**src/rtl/gpio_port_pkg.sv**
```systemverilog
package gpio_port_pkg;

  localparam int OFF_DATA = 'h00;
  localparam int OFF_SET  = 'h04;
  localparam int OFF_CLR  = 'h08;
  localparam int OFF_TOG  = 'h0C;
  localparam int OFF_IN   = 'h10;
  localparam int OFF_DIR  = 'h14;

  typedef enum logic [2:0] {
    OP_NONE = 3'd0,
    OP_LOAD = 3'd1,
    OP_SET  = 3'd2,
    OP_CLR  = 3'd3,
    OP_TOG  = 3'd4
  } latch_op_e;

  typedef enum logic [1:0] {
    SEL_ZERO = 2'd0,
    SEL_DATA = 2'd1,
    SEL_IN   = 2'd2,
    SEL_DIR  = 2'd3
  } rd_sel_e;

  function automatic logic [31:0] apply_op(input latch_op_e op,
                                           input logic [31:0] cur,
                                           input logic [31:0] mask);
    logic [31:0] nxt;
    case (op)
      OP_LOAD: nxt = mask;
      OP_SET:  nxt = cur | mask;
      OP_CLR:  nxt = cur & ~mask;
      OP_TOG:  nxt = cur ^ mask;
      default: nxt = cur;
    endcase
    return nxt;
  endfunction

endpackage

```
**src/rtl/gpio_in_sync.sv**
```systemverilog
module gpio_in_sync #(
  parameter int WIDTH  = 32,
  parameter int STAGES = 2
) (
  input  logic             clk,
  input  logic             rst_n,
  input  logic [WIDTH-1:0] d_async,
  output logic [WIDTH-1:0] q_sync
);

  logic [WIDTH-1:0] chain [STAGES];

  always_ff @(posedge clk or negedge rst_n) begin
    if (!rst_n) chain[0] <= '0;
    else        chain[0] <= d_async;
  end

  for (genvar s = 1; s < STAGES; s++) begin : g_stage
    always_ff @(posedge clk or negedge rst_n) begin
      if (!rst_n) chain[s] <= '0;
      else        chain[s] <= chain[s-1];
    end
  end

  assign q_sync = chain[STAGES-1];

endmodule

```
**src/rtl/gpio_latch.sv**
```systemverilog
module gpio_latch
  import gpio_port_pkg::*;
#(
  parameter int WIDTH = 32
) (
  input  logic             clk,
  input  logic             rst_n,
  input  latch_op_e        op,
  input  logic [WIDTH-1:0] mask,
  output logic [WIDTH-1:0] q
);

  logic [WIDTH-1:0] q_next;
  logic             op_active;

  assign q_next    = WIDTH'(apply_op(op, 32'(q), 32'(mask)));
  assign op_active = (op != OP_NONE);

  always_ff @(posedge clk or negedge rst_n) begin
    if (!rst_n) q <= '0;
    else        q <= q_next;
  end

  // a load takes the written word as is
  assert_load_R2: assert property (@(posedge clk) disable iff (!rst_n)
    (op == OP_LOAD) |=> (q == $past(mask)));

  // selected bits become 1, the others keep their value
  assert_set_R3: assert property (@(posedge clk) disable iff (!rst_n)
    (op == OP_SET) |=> (((q & $past(mask)) == $past(mask)) &&
                        ((q & ~$past(mask)) == ($past(q) & ~$past(mask)))));

  // selected bits become 0, the others keep their value
  assert_clr_R4: assert property (@(posedge clk) disable iff (!rst_n)
    (op == OP_CLR) |=> (((q & $past(mask)) == '0) &&
                        ((q & ~$past(mask)) == ($past(q) & ~$past(mask)))));

  // exactly the selected bits differ from the previous value
  assert_tog_R5: assert property (@(posedge clk) disable iff (!rst_n)
    (op == OP_TOG) |=> ((q ^ $past(q)) == $past(mask)));

  // without an operation the register holds
  assert_hold_R10: assert property (@(posedge clk) disable iff (!rst_n)
    !op_active |=> $stable(q));

endmodule

```
**src/rtl/gpio_readmux.sv**
```systemverilog
module gpio_readmux
  import gpio_port_pkg::*;
#(
  parameter int WIDTH = 32
) (
  input  logic             clk,
  input  logic             rst_n,
  input  logic             rd_en,
  input  rd_sel_e          sel,
  input  logic [WIDTH-1:0] data_q,
  input  logic [WIDTH-1:0] in_q,
  input  logic [WIDTH-1:0] dir_q,
  output logic [WIDTH-1:0] rdata
);

  logic [WIDTH-1:0] rd_word;

  always_comb begin
    case (sel)
      SEL_DATA: rd_word = data_q;
      SEL_IN:   rd_word = in_q;
      SEL_DIR:  rd_word = dir_q;
      default:  rd_word = '0;
    endcase
  end

  always_ff @(posedge clk or negedge rst_n) begin
    if (!rst_n)     rdata <= '0;
    else if (rd_en) rdata <= rd_word;
  end

  // read data holds between reads
  assert_rd_hold_R9: assert property (@(posedge clk) disable iff (!rst_n)
    !rd_en |=> $stable(rdata));

  // alias and unmapped reads give zero
  assert_zero_read_R8: assert property (@(posedge clk) disable iff (!rst_n)
    (rd_en && sel == SEL_ZERO) |=> (rdata == '0));

  // a data read reflects the latch as it was before that edge
  assert_rd_old_R9: assert property (@(posedge clk) disable iff (!rst_n)
    (rd_en && sel == SEL_DATA) |=> (rdata == $past(data_q)));

endmodule

```
**src/rtl/gpio_port.sv**
```systemverilog
module gpio_port
  import gpio_port_pkg::*;
#(
  parameter int PINS        = 32,
  parameter int ADDR_W      = 8,
  parameter int SYNC_STAGES = 2
) (
  input  logic              clk,
  input  logic              rst_n,
  input  logic [ADDR_W-1:0] bus_addr,
  input  logic              bus_we,
  input  logic [PINS-1:0]   bus_wdata,
  input  logic              bus_re,
  output logic [PINS-1:0]   bus_rdata,
  input  logic [PINS-1:0]   pin_in,
  output logic [PINS-1:0]   pin_out,
  output logic [PINS-1:0]   pin_oe
);

  localparam logic [ADDR_W-1:0] A_DATA = ADDR_W'(OFF_DATA);
  localparam logic [ADDR_W-1:0] A_SET  = ADDR_W'(OFF_SET);
  localparam logic [ADDR_W-1:0] A_CLR  = ADDR_W'(OFF_CLR);
  localparam logic [ADDR_W-1:0] A_TOG  = ADDR_W'(OFF_TOG);
  localparam logic [ADDR_W-1:0] A_IN   = ADDR_W'(OFF_IN);
  localparam logic [ADDR_W-1:0] A_DIR  = ADDR_W'(OFF_DIR);

  latch_op_e        data_op;
  latch_op_e        dir_op;
  rd_sel_e          rd_sel;
  logic             dir_hit;
  logic [PINS-1:0]  data_q;
  logic [PINS-1:0]  dir_q;
  logic [PINS-1:0]  in_sync;

  // write decode
  always_comb begin
    data_op = OP_NONE;
    dir_op  = OP_NONE;
    if (bus_we) begin
      case (bus_addr)
        A_DATA:  data_op = OP_LOAD;
        A_SET:   data_op = OP_SET;
        A_CLR:   data_op = OP_CLR;
        A_TOG:   data_op = OP_TOG;
        A_DIR:   dir_op  = OP_LOAD;
        default: ;
      endcase
    end
  end

  assign dir_hit = (dir_op != OP_NONE);

  // read decode
  always_comb begin
    case (bus_addr)
      A_DATA:  rd_sel = SEL_DATA;
      A_IN:    rd_sel = SEL_IN;
      A_DIR:   rd_sel = SEL_DIR;
      default: rd_sel = SEL_ZERO;
    endcase
  end

  gpio_in_sync #(.WIDTH(PINS), .STAGES(SYNC_STAGES)) sync_i (
    .clk     (clk),
    .rst_n   (rst_n),
    .d_async (pin_in),
    .q_sync  (in_sync)
  );

  gpio_latch #(.WIDTH(PINS)) out_latch_i (
    .clk   (clk),
    .rst_n (rst_n),
    .op    (data_op),
    .mask  (bus_wdata),
    .q     (data_q)
  );

  gpio_latch #(.WIDTH(PINS)) dir_latch_i (
    .clk   (clk),
    .rst_n (rst_n),
    .op    (dir_op),
    .mask  (bus_wdata),
    .q     (dir_q)
  );

  gpio_readmux #(.WIDTH(PINS)) rd_i (
    .clk    (clk),
    .rst_n  (rst_n),
    .rd_en  (bus_re),
    .sel    (rd_sel),
    .data_q (data_q),
    .in_q   (in_sync),
    .dir_q  (dir_q),
    .rdata  (bus_rdata)
  );

  assign pin_out = data_q;
  assign pin_oe  = dir_q;

  // leaving reset, latch and mask are clear
  assert_reset_R1: assert property (@(posedge clk) disable iff (!rst_n)
    $rose(rst_n) |-> (pin_out == '0 && pin_oe == '0));

  // output enables move only on a direction write
  assert_dir_hold_R6: assert property (@(posedge clk) disable iff (!rst_n)
    !dir_hit |=> $stable(pin_oe));

  // a direction write lands on the enables
  assert_dir_load_R6: assert property (@(posedge clk) disable iff (!rst_n)
    dir_hit |=> (pin_oe == $past(bus_wdata)));

  // writes to the input or unmapped offsets leave the outputs alone
  assert_no_side_write_R10: assert property (@(posedge clk) disable iff (!rst_n)
    (bus_we && (bus_addr == A_IN || bus_addr > A_DIR)) |=> ($stable(pin_out) && $stable(pin_oe)));

endmodule

```
**config.mk**
```make
export PLATFORM = sky130hd
export DESIGN_NAME = gpio_port
export DESIGN_NICKNAME = d
export VERILOG_FILES = /design/src/rtl/gpio_port_pkg.sv /design/src/rtl/gpio_in_sync.sv /design/src/rtl/gpio_latch.sv /design/src/rtl/gpio_readmux.sv /design/src/rtl/gpio_port.sv
export SDC_FILE = /design/constraint.sdc
export NUM_CORES = 1
export LEC_CHECK = 0
export ABC_AREA = 1
export BUFFER_PORTS_ARGS = -buffer_cell sky130_fd_sc_hd__buf_2
export CAP_MARGIN = 15
export CORE_MARGIN = 5
export CORE_UTILIZATION = 46
export DETAILED_ROUTE_END_ITERATION = 16
export GPL_TIMING_DRIVEN = 0
export PLACE_DENSITY = 0.66
export SETUP_SLACK_MARGIN = 0.2
export SYNTH_ARGS = -nofsm -noshare
export SYNTH_HDL_FRONTEND = slang
export SYNTH_HIERARCHICAL = 1
export SYNTH_SLANG_ARGS = --single-unit
```
**constraint.sdc**
```tcl
create_clock -name clk -period 1.2 [get_ports clk]
set_clock_uncertainty 0.1 [all_clocks]
set_input_delay 0.18 -clock clk [delete_from_list [all_inputs] [get_ports clk]]
set_output_delay 0.18 -clock clk [all_outputs]
set_load 0.05 [all_outputs]
```
==> results.py, run 1 <==
metrics = {
    "setup_path": {
        "worstSetupPathDepth": 15,
        "critPathRequiredTime_ps": 1430,
        "critPathMostFrequentCell": "sky130_fd_sc_hd__nand2_1",
        "rr_endpoint": "out_latch_i/q[30]",
        "criticalPathCategory": "input pin to register",
        "critPathArrivalTime_ps": 1730,
        "r2r_slack_ps": -180,
        "critical-path-top-delay-family": "simple AND/OR/NAND/NOR gates",
        "timing.critical_path.slowest_stage_cell": "sky130_fd_sc_hd__nor2_4",
        "reg2reg_from": "out_latch_i/q[30]",
        "cp_num_buf_inv": 6,
        "endpoint_kind": "register",
        "reg2regPathDepth": 8,
        "critical_path.max_stage_delay_ps": 180,
        "path_cells": "buf_8, nor2_4, nand3_2, nor2_2, buf_6, inv_8, nand3b_4, buf_12, buf_4, buf_12, nor2_4, nor2_2, nand2_1, nand2_1, nand2_1",
        "worstPathMaxFanout": 7,
        "launching_element_type_of_the_critical_path": "input pin",
    },
    "yosys": {
        "yosysUniqueCellTypes": 23,
        "share_of_synthesized_registers_carrying_an_async_set_or_reset": 1.000,
        "synth.avg_cell_area_um2": 7.704,
        "edff_count_synth": 0,
        "synth_top_area_share": 0.3538,
        "mappedNetlistArea_mm2": 0.01132,
        "ys_ff_latch": 160,
        "cell_with_the_most_instances_after_synthesis": "sky130_fd_sc_hd__nand2_1",
        "synth_largest_area_cell": "sky130_fd_sc_hd__dfrtp_1",
        "synthCells": 1469,
        "post_synth_main_area_contributors": "sky130_fd_sc_hd__dfrtp_1 (35%), sky130_fd_sc_hd__ha_1 (14%), sky130_fd_sc_hd__nand2_1 (14%)",
        "most_frequent_cells_after_synthesis": "sky130_fd_sc_hd__nand2_1 (425), sky130_fd_sc_hd__nand3_1 (198), sky130_fd_sc_hd__dfrtp_1 (160), sky130_fd_sc_hd__inv_1 (139), sky130_fd_sc_hd__nand4_1 (129)",
        "synth.yosys.warnings": 6,
        "post_synthesis_sequential_area_ratio": 0.3538,
        "synth-main-ff-cell": "sky130_fd_sc_hd__dfrtp_1",
    },
    "timing": {
        "setup_viol": 192,
        "slew_limit_headroom": 0.5892,
        "timing_max_transition_violations_final": 0,
        "min_clock_period_post_route_ps": 1503,
        "rsz0062_at_grt": "true",
        "hold_viol": 73,
        "timing.final.ws_setup_ps": -302.5,
        "setup_total_negative_slack_ps": -26910,
        "clock.fmax_mhz": 665.5,
        "worst_slew_pin_slew_ps": 616.1,
        "min_period_over_period": 1.252,
        "worst_hold_slack_ps": -412.9,
    },
    "power": {
        "vdd_drop_max_mv": 1.006,
        "power_density_mw_per_mm2": 1098,
        "design_power_total_w": 0.01891,
        "static-leakage-power_nw": 9.034,
    },
    "die": {
        "die_h_um": 166.9,
        "top_level_ports": 172,
        "start_util": 0.4667,
        "floorplan.die_area_mm2": 0.02784,
        "row_count": 57,
        "placeable_area_mm2": 0.02425,
        "die_w_um": 166.9,
    },
    "clock_tree": {
        "numCtsBuffers": 17,
        "later_pin_clock_latency_in_the_skew_report_ps": 430,
        "clock_tree.htree_level_count": 4,
        "cts.sink_count": 160,
        "cts.path.max_buffers": 2,
        "clock_slew_at_the_register_clock_pins_of_the_worst_setup_and_hold_paths_ps": 80,
        "cts.root.buffer_cell": "sky130_fd_sc_hd__clkbuf_16",
        "tritoncts_clock_tree": "done",
        "cts_hold_buf": 33,
    },
    "flow_run": {
        "max-cap-violations": 0,
    },
    "layout": {
        "sequential_cell_area_in_the_final_layout_mm2": 0.004076,
        "multi_input_comb_area_mm2": 0.006716,
        "antennaDiodeCount": 0,
        "fin_util": 0.7098,
        "syn_to_final_growth_pct": 52.08,
        "nNetsFinal": 2056,
        "fill_cells": 1763,
        "post_route_cells_drive_above_1_share": 0.4322,
    },
    "global_route": {
        "number_of_global_route_vias_before_repair": 11400,
        "antenna_violations_before_repair": 0,
        "grt_start_max_net_pins": 88,
        "first_pass_grt_wire_length_um": 63220,
        "grt_usage": 0.2853,
        "global_route.overflow_total": 0,
    },
    "run_status": {
        "status": "finished with violations",
        "violations_in_the_final_reports": "negative hold slack, negative setup slack",
    },
    "place": {
        "pre_cts_ws_ps": -783.4,
        "port_buffers": 170,
        "dp_hpwl_um": 25480,
        "place_congestion": 0.8981,
    },
    "route": {
        "drt_wl_total_um": 40910,
        "initialDrtViolationCount": 1038,
        "wl_per_cell_um": 18.69,
        "drt_pre_antenna_iters": 6,
        "dr_total_vias": 11690,
        "post_detailed_route_count_of_antenna_violating_nets": 0,
        "remaining_drc_errors": 0,
        "route.detailed.vias_per_inst": 5.338,
    },
    "min_path": {
        "hold_class": "input pin to asynchronous set/reset pin",
    },
}
-- cell usage in the layout (no fill, tap or decap), drive strengths merged --
cell and instances:
dlygate4sd3 33, clkbuf 28, bufinv 1, nand4 129, inv 153, nor2 143
nand3 198, a21oi 1, bufbuf 1, clkinvlp 4, conb 2, buf 453
dfrtp 160, nand3b 2, nor3 2, ha 128, nand2 427
-- registers in the layout, summed over array words and instances (netlist names) --
| name | count |
|---|---|
| dir_latch_i/q | 32 |
| out_latch_i/q | 32 |
| rd_i/rdata | 32 |
| sync_i/chain | 32 |
| sync_i/q_sync | 32 |
-- metal layers --
metal  wire [um]  global-route usage  vias up
met2       18620              0.4479      562
li1            -                   -     5478
met5           0                   0        -
met3        3997             0.07656      103
met4        1421              0.1042        0
met1       16870              0.3799     5542
-- power breakdown --
group	switching (W)	internal (W)
clock	0.00257	0.00299
combinational	0.00403	0.00273
sequential	0.000612	0.00596
total	0.00722	0.0117
-- through the flow --
step,hold slack (ps),cell area [um^2],instances
floorplan,-215.6,11770,1470
global placement,187.8,13020,1964
detailed placement,71.62,13060,1965
CTS,-393.4,16760,2165
global route,-368.8,17210,2189
finish,-412.9,17210,2189
-- worst max-delay path by stage --
| stage | start | to | slack, ps |
|---|---|---|---|
| 3_3_place_gp | rst_n | out_latch_i/q[1] | -2970 |
| 6_report | bus_addr[0] | out_latch_i/q[4] | -300 |
| 5_1_grt | bus_addr[0] | out_latch_i/q[6] | -350 |
| 3_5_place_dp | bus_addr[6] | out_latch_i/q[13] | -780 |
| 2_1_floorplan | bus_addr[7] | out_latch_i/q[0] | -300 |
| 4_1_cts | bus_addr[7] | out_latch_i/q[7] | -190 |
-- final cells by class --
type	count	share of cell area
plain buffers	133	0.07190
repair buffers	363	0.2089
flip-flops and latches	160	0.2368
clock inverters	13	0.007997
multi-input cells	1032	0.3902
well taps	324	0.02355
clock buffers	19	0.02573
inverters	145	0.03482
-- what timing repair did --
action	in CTS	in global routing
hold endpoints to repair	107	73
setup buffers	117	22
pin swaps	84	37
gates resized for setup	439	62
endpoints found under the setup margin	192	192
cloned	18	2
-- logic make-up (layout without fill, tap and decap cells) --
logic type / Yosys count / in the layout / synth area share
other cells: 1 / 2 / 0.0003314
fa+ha+maj: 128 / 128 / 0.1415
simple gates: 901 / 901 / 0.3703
compound gates: 1 / 1 / 0.0004418
flops: 160 / 160 / 0.3538
buf+inv: 278 / 673 / 0.1337
Note: power is estimated with default switching activity, not from simulation.
==> run 2: changes to the inputs <==
--- a/config.mk
+++ b/config.mk
@@ -12,7 +12,7 @@
 export CORE_UTILIZATION = 46
 export DETAILED_ROUTE_END_ITERATION = 16
 export GPL_TIMING_DRIVEN = 0
-export PLACE_DENSITY = 0.66
+export PLACE_DENSITY = 0.64
 export SETUP_SLACK_MARGIN = 0.2
 export SYNTH_ARGS = -nofsm -noshare
 export SYNTH_HDL_FRONTEND = slang
==> constraint.sdc (replaced) <==
create_clock -name clk -period 1.4 [get_ports clk]
set_clock_uncertainty 0.1 [all_clocks]
set_input_delay 0.21 -clock clk [delete_from_list [all_inputs] [get_ports clk]]
set_output_delay 0.21 -clock clk [all_outputs]
set_load 0.05 [all_outputs]
==> run 2 against run 1 <==
The run still ends with negative hold slack, negative setup slack left. Largest cell class unchanged. Register-to-register slack improved by 70 ps. Clock-buffer cell count decreased by 1. Utilization increased by 3.7 points. Global-route usage decreased by 0.16 points. Critical path type unchanged. Cell area increased by 5.2%. Cell count decreased by 0.23%. Routed wire length increased by 10%. Combinational power decreased by 6.5%. Worst setup slack improved by 190 ps.
==> results.py, run 2 (synthesized netlist as in run 1, its figures left out) <==
metrics = {
    "run_status": {
        "status": "finished with violations",
        "violations_in_the_final_reports": "negative hold slack, negative setup slack",
    },
    "setup_path": {
        "reg2reg_from": "out_latch_i/q[19]",
        "cp_num_buf_inv": 5,
        "critical_path.max_stage_delay_ps": 190,
        "critical-path-top-delay-family": "simple AND/OR/NAND/NOR gates",
        "timing.critical_path.slowest_stage_cell": "sky130_fd_sc_hd__nor2_4",
        "endpoint_kind": "register",
        "worstPathMaxFanout": 10,
        "rr_endpoint": "out_latch_i/q[19]",
        "worstSetupPathDepth": 13,
        "launching_element_type_of_the_critical_path": "input pin",
        "criticalPathCategory": "input pin to register",
        "critPathRequiredTime_ps": 1620,
        "r2r_slack_ps": -110,
        "critPathArrivalTime_ps": 1740,
        "path_cells": "buf_8, nor2_4, nand2_1, nor3_2, buf_6, nor2_8, nand2_4, inv_4, nor2_4, inv_6, buf_8, nand2_1, nand2_1",
        "critPathMostFrequentCell": "sky130_fd_sc_hd__nand2_1",
        "reg2regPathDepth": 8,
    },
    "global_route": {
        "number_of_global_route_vias_before_repair": 11820,
        "grt_start_max_net_pins": 94,
        "antenna_violations_before_repair": 2,
        "global_route.overflow_total": 0,
        "first_pass_grt_wire_length_um": 63660,
        "grt_usage": 0.2838,
    },
    "timing": {
        "rsz0062_at_grt": "true",
        "min_period_over_period": 1.080,
        "timing.final.ws_setup_ps": -111.5,
        "setup_viol": 41,
        "hold_viol": 67,
        "slew_limit_headroom": 0.6137,
        "timing_max_transition_violations_final": 0,
        "setup_total_negative_slack_ps": -2692,
        "worst_hold_slack_ps": -391.9,
        "clock.fmax_mhz": 661.6,
        "min_clock_period_post_route_ps": 1511,
        "worst_slew_pin_slew_ps": 579.5,
    },
    "clock_tree": {
        "cts.path.max_buffers": 2,
        "cts.sink_count": 160,
        "numCtsBuffers": 17,
        "clock_slew_at_the_register_clock_pins_of_the_worst_setup_and_hold_paths_ps": 80,
        "clock_tree.htree_level_count": 4,
        "cts.root.buffer_cell": "sky130_fd_sc_hd__clkbuf_16",
        "later_pin_clock_latency_in_the_skew_report_ps": 430,
        "cts_hold_buf": 33,
        "tritoncts_clock_tree": "done",
    },
    "route": {
        "wl_per_cell_um": 20.60,
        "initialDrtViolationCount": 1313,
        "dr_total_vias": 12250,
        "remaining_drc_errors": 0,
        "drt_pre_antenna_iters": 5,
        "drt_wl_total_um": 44990,
        "post_detailed_route_count_of_antenna_violating_nets": 0,
        "route.detailed.vias_per_inst": 5.608,
    },
    "power": {
        "vdd_drop_max_mv": 0.8323,
        "static-leakage-power_nw": 9.356,
        "design_power_total_w": 0.01692,
        "power_density_mw_per_mm2": 934.7,
    },
    "layout": {
        "antennaDiodeCount": 0,
        "multi_input_comb_area_mm2": 0.007337,
        "layout.cells.most_common": "sky130_fd_sc_hd__nand2_1",
        "sequential_cell_area_in_the_final_layout_mm2": 0.004073,
        "mostFrequentLayoutCells": "sky130_fd_sc_hd__nand2_1 (328), sky130_fd_sc_hd__buf_4 (138), sky130_fd_sc_hd__nand4_1 (129), sky130_fd_sc_hd__inv_1 (113)",
        "nNetsFinal": 2051,
        "syn_to_final_growth_pct": 59.98,
        "fill_cells": 1640,
        "post_route_cells_drive_above_1_share": 0.4785,
    },
    "place": {
        "place_congestion": 0.9386,
        "dp_hpwl_um": 25600,
        "port_buffers": 170,
    },
    "die": {
        "top_level_ports": 172,
        "placeable_area_mm2": 0.02425,
        "floorplan.die_area_mm2": 0.02784,
        "row_count": 57,
        "start_util": 0.4667,
        "die_h_um": 166.9,
        "die_w_um": 166.9,
    },
    "flow_run": {
        "max-cap-violations": 0,
    },
    "min_path": {
        "hold_class": "input pin to asynchronous set/reset pin",
    },
}
run 2: changes by cell type in the layout (fill, tap and decap cells not counted), sizes merged:
| cell | before | now |
|---|---|---|
| clkinv | 0 | 1 |
| buf | 453 | 438 |
| clkinvlp | 4 | 3 |
| clkbuf | 28 | 38 |
| inv | 153 | 154 |
| bufbuf | 1 | 0 |
run 2: through the flow:
stage,hold WS (ps),instance area (um^2),setup slack (ps),std cells,util
after CTS,-351.8,16360,-2.399,2140,0.6745
after detailed placement,110.0,12940,-606.6,1965,0.5337
after global placement,217.2,12900,-2953,1964,0.5321
after global routing,-345.2,18100,-184.8,2184,0.7466
after floorplan,-185.6,11650,-134.8,1470,-
final,-391.9,18100,-111.5,2184,0.7466
run 2: how the worst max path moves through the flow:
stage / end / start / slack [ps]
finish: out_latch_i/q[8] / bus_addr[1] / -110
global route: out_latch_i/q[2] / bus_addr[1] / -180
CTS: pin_out[22] / out_latch_i/q[22] / -2
detailed placement: out_latch_i/q[8] / bus_addr[0] / -610
global placement: out_latch_i/q[26] / rst_n / -2950
floorplan: out_latch_i/q[23] / bus_addr[7] / -130
run 2: where the power goes:
part / internal [W] / switching [W] / total, W
sequential: 0.00511 / 0.000575 / 0.00568
clock: 0.00256 / 0.00236 / 0.00492
combinational: 0.00270 / 0.00363 / 0.00633
run 2: routing by layer:
| metal | vias up | share of wire | track usage |
|---|---|---|---|
| met5 | - | 0.00042 | 0 |
| met2 | 668 | 0.47 | 0.4715 |
| met4 | 4 | 0.052 | 0.1259 |
| met1 | 5931 | 0.39 | 0.3637 |
| li1 | 5472 | - | - |
| met3 | 173 | 0.081 | 0.04859 |
run 2: repair_timing:
action / 4_1_cts / 5_1_grt
hold endpoints to repair: 101 / 67
pin swaps: 53 / 123
gates cloned: 10 / 12
gates resized for setup: 444 / 259
endpoints found under the setup margin: 175 / 192
buffers inserted: 100 / 32
run 2: layout make-up:
cell class / instances / area share
clock inverters: 14 / 0.008984
clock buffers: 18 / 0.02370
flip-flops and latches: 160 / 0.2249
plain buffers: 133 / 0.07063
multi-input cells: 1032 / 0.4053
inverters: 145 / 0.03324
well taps: 324 / 0.02239
repair buffers: 358 / 0.2108
==> run 3: changes to the inputs <==
--- a/config.mk
+++ b/config.mk
@@ -12,6 +12,7 @@
 export CORE_UTILIZATION = 46
 export DETAILED_ROUTE_END_ITERATION = 16
 export GPL_TIMING_DRIVEN = 0
+export MAX_ROUTING_LAYER = met4
 export PLACE_DENSITY = 0.64
 export SETUP_SLACK_MARGIN = 0.2
 export SYNTH_ARGS = -nofsm -noshare
==> run 3 against run 2 <==
The flow still finishes with violations (negative hold slack, negative setup slack). Cell count grew 0.23%. Maximum frequency grew 2.3%. First-iteration DRC count shrank 14%. Cell area shrank 3.9%. Global-route usage grew 1.3 points. Non-clock buffer count grew 4. Critical path depth shrank 1. Via count shrank 2.5%. Total power shrank 2.1%. Utilization shrank 2.9 points. Critical endpoint is now out_latch_i/q[18]. Largest cell class unchanged. Highest routed layer is now met4.
==> results.py, run 3 (synthesized netlist as in run 1, its figures left out) <==
metrics = {
    "run_status": {
        "status": "finished with violations",
        "violations_in_the_final_reports": "negative hold slack, negative setup slack",
    },
    "route": {
        "initialDrtViolationCount": 1127,
        "post_detailed_route_count_of_antenna_violating_nets": 0,
        "route.detailed.vias_per_inst": 5.453,
        "drt_wl_total_um": 42480,
        "remaining_drc_errors": 0,
        "dr_total_vias": 11940,
        "drt_pre_antenna_iters": 6,
        "wl_per_cell_um": 19.40,
    },
    "timing": {
        "min_period_over_period": 1.055,
        "clock.fmax_mhz": 677.1,
        "timing_max_transition_violations_final": 0,
        "timing.final.ws_setup_ps": -76.82,
        "rsz0062_at_grt": "true",
        "hold_viol": 64,
        "slew_limit_headroom": 0.5541,
        "min_clock_period_post_route_ps": 1477,
        "worst_hold_slack_ps": -423.3,
        "worst_slew_pin_slew_ps": 668.8,
        "setup_viol": 35,
    },
    "layout": {
        "finalInstanceArea_mm2": 0.01739,
        "sequential_cell_area_in_the_final_layout_mm2": 0.004074,
        "layout.cells.most_common": "sky130_fd_sc_hd__nand2_1",
        "mostFrequentLayoutCells": "sky130_fd_sc_hd__nand2_1 (328), sky130_fd_sc_hd__buf_4 (158), sky130_fd_sc_hd__nand3_1 (145), sky130_fd_sc_hd__nand4_1 (129), sky130_fd_sc_hd__inv_1 (127)",
        "nNetsFinal": 2055,
        "fin_cells": 2189,
        "multi_input_comb_area_mm2": 0.006636,
        "post_route_cells_drive_above_1_share": 0.4276,
        "syn_to_final_growth_pct": 53.68,
        "fill_cells": 1803,
    },
    "setup_path": {
        "critical-path-top-delay-family": "simple AND/OR/NAND/NOR gates",
        "timing.critical_path.slowest_stage_cell": "sky130_fd_sc_hd__buf_4",
        "worstPathMaxFanout": 10,
        "endpoint_kind": "register",
        "critPathRequiredTime_ps": 1630,
        "critical_path.max_stage_delay_ps": 220,
        "critPathArrivalTime_ps": 1700,
        "criticalPathCategory": "input pin to register",
        "path_cells": "buf_4, nor2_4, nand3_2, a21oi_2, buf_6, buf_4, nand3_4, buf_4, nand4_1, nand2_1, nand2_1, nand2_1",
        "r2r_slack_ps": -50,
        "cp_num_buf_inv": 4,
        "launching_element_type_of_the_critical_path": "input pin",
    },
    "min_path": {
        "hold_class": "input pin to asynchronous set/reset pin",
    },
    "power": {
        "design_power_total_w": 0.01657,
        "vdd_drop_max_mv": 0.7160,
        "power_density_mw_per_mm2": 953.0,
        "static-leakage-power_nw": 9.199,
    },
    "die": {
        "floorplan.die_area_mm2": 0.02784,
        "start_util": 0.4667,
        "row_count": 57,
        "die_w_um": 166.9,
        "placeable_area_mm2": 0.02425,
        "die_h_um": 166.9,
        "top_level_ports": 172,
    },
    "flow_run": {
        "max-cap-violations": 0,
    },
    "place": {
        "dp_hpwl_um": 25740,
        "placed_cells_incl_taps": 1965,
        "port_buffers": 170,
        "place_area_mm2": 0.01294,
        "place_congestion": 0.9362,
    },
    "global_route": {
        "grt_start_max_net_pins": 103,
        "grt_usage": 0.2964,
        "global_route.overflow_total": 0,
        "first_pass_grt_wire_length_um": 63960,
        "number_of_global_route_vias_before_repair": 11630,
        "antenna_violations_before_repair": 1,
    },
    "clock_tree": {
        "tritoncts_clock_tree": "done",
        "cts.sink_count": 160,
        "cts_hold_buf": 33,
        "numCtsBuffers": 17,
        "cts.path.max_buffers": 2,
        "clock_tree.htree_level_count": 4,
        "clock_slew_at_the_register_clock_pins_of_the_worst_setup_and_hold_paths_ps": 80,
        "cts.root.buffer_cell": "sky130_fd_sc_hd__clkbuf_16",
        "later_pin_clock_latency_in_the_skew_report_ps": 450,
    },
}
-- run 3: final timing paths --
check	start	endpoint	cells past startpoint
min reg2reg	sync_i/chain[62]	sync_i/q_sync[30]	0
max reg2reg	out_latch_i/q[19]	out_latch_i/q[19]	8
min in group clk	bus_re	rd_i/rdata[27]	4
min	rst_n	out_latch_i/q[7]	1
max in group asynchronous	rst_n	out_latch_i/q[8]	2
max	bus_addr[4]	out_latch_i/q[18]	12
-- run 3: stage by stage --
stage               utilization  setup TNS, ps  setup WS (ps)
floorplan                     -          -4125         -134.8
global placement         0.5321        -475300          -2991
detailed placement       0.5337         -40620         -611.1
CTS                      0.6829         -72.87         -20.45
global route             0.7172          -3670         -127.8
finish                   0.7172          -1208         -76.82
-- run 3: what timing repair did --
item                                   in CTS  in global routing
pin swaps                                  60                 47
resized for setup                         448                127
endpoints found under the hold margin      92                 58
buffers inserted                          112                 25
gates cloned                               16                  5
setup endpoints to repair                 174                192
-- run 3: power by group --
group | switching, W | internal [W] | leakage (nW) | total [W]
registers | 0.000543 | 0.00511 | 1.94 | 0.00565
clock network | 0.00230 | 0.00255 | 0.285 | 0.00486
logic | 0.00346 | 0.00261 | 6.98 | 0.00607
-- run 3: final cells by class --
cell class              count  area share
clock inverters            14    0.009568
flip-flops and latches    160      0.2342
clock buffers              18     0.02468
diodes                      1   0.0001439
repair buffers            362      0.2200
well taps                 324     0.02331
plain buffers             133     0.07187
multi-input cells        1032      0.3816
inverters                 145     0.03460
-- run 3: layer usage --
metal / vias up / wire (um) / global-route usage
met5: - / 0 / -
met4: 0 / 2020 / 0.1227
met3: 140 / 2756 / 0.04077
met2: 562 / 20340 / 0.4780
met1: 5744 / 17360 / 0.3768
li1: 5491 / - / -
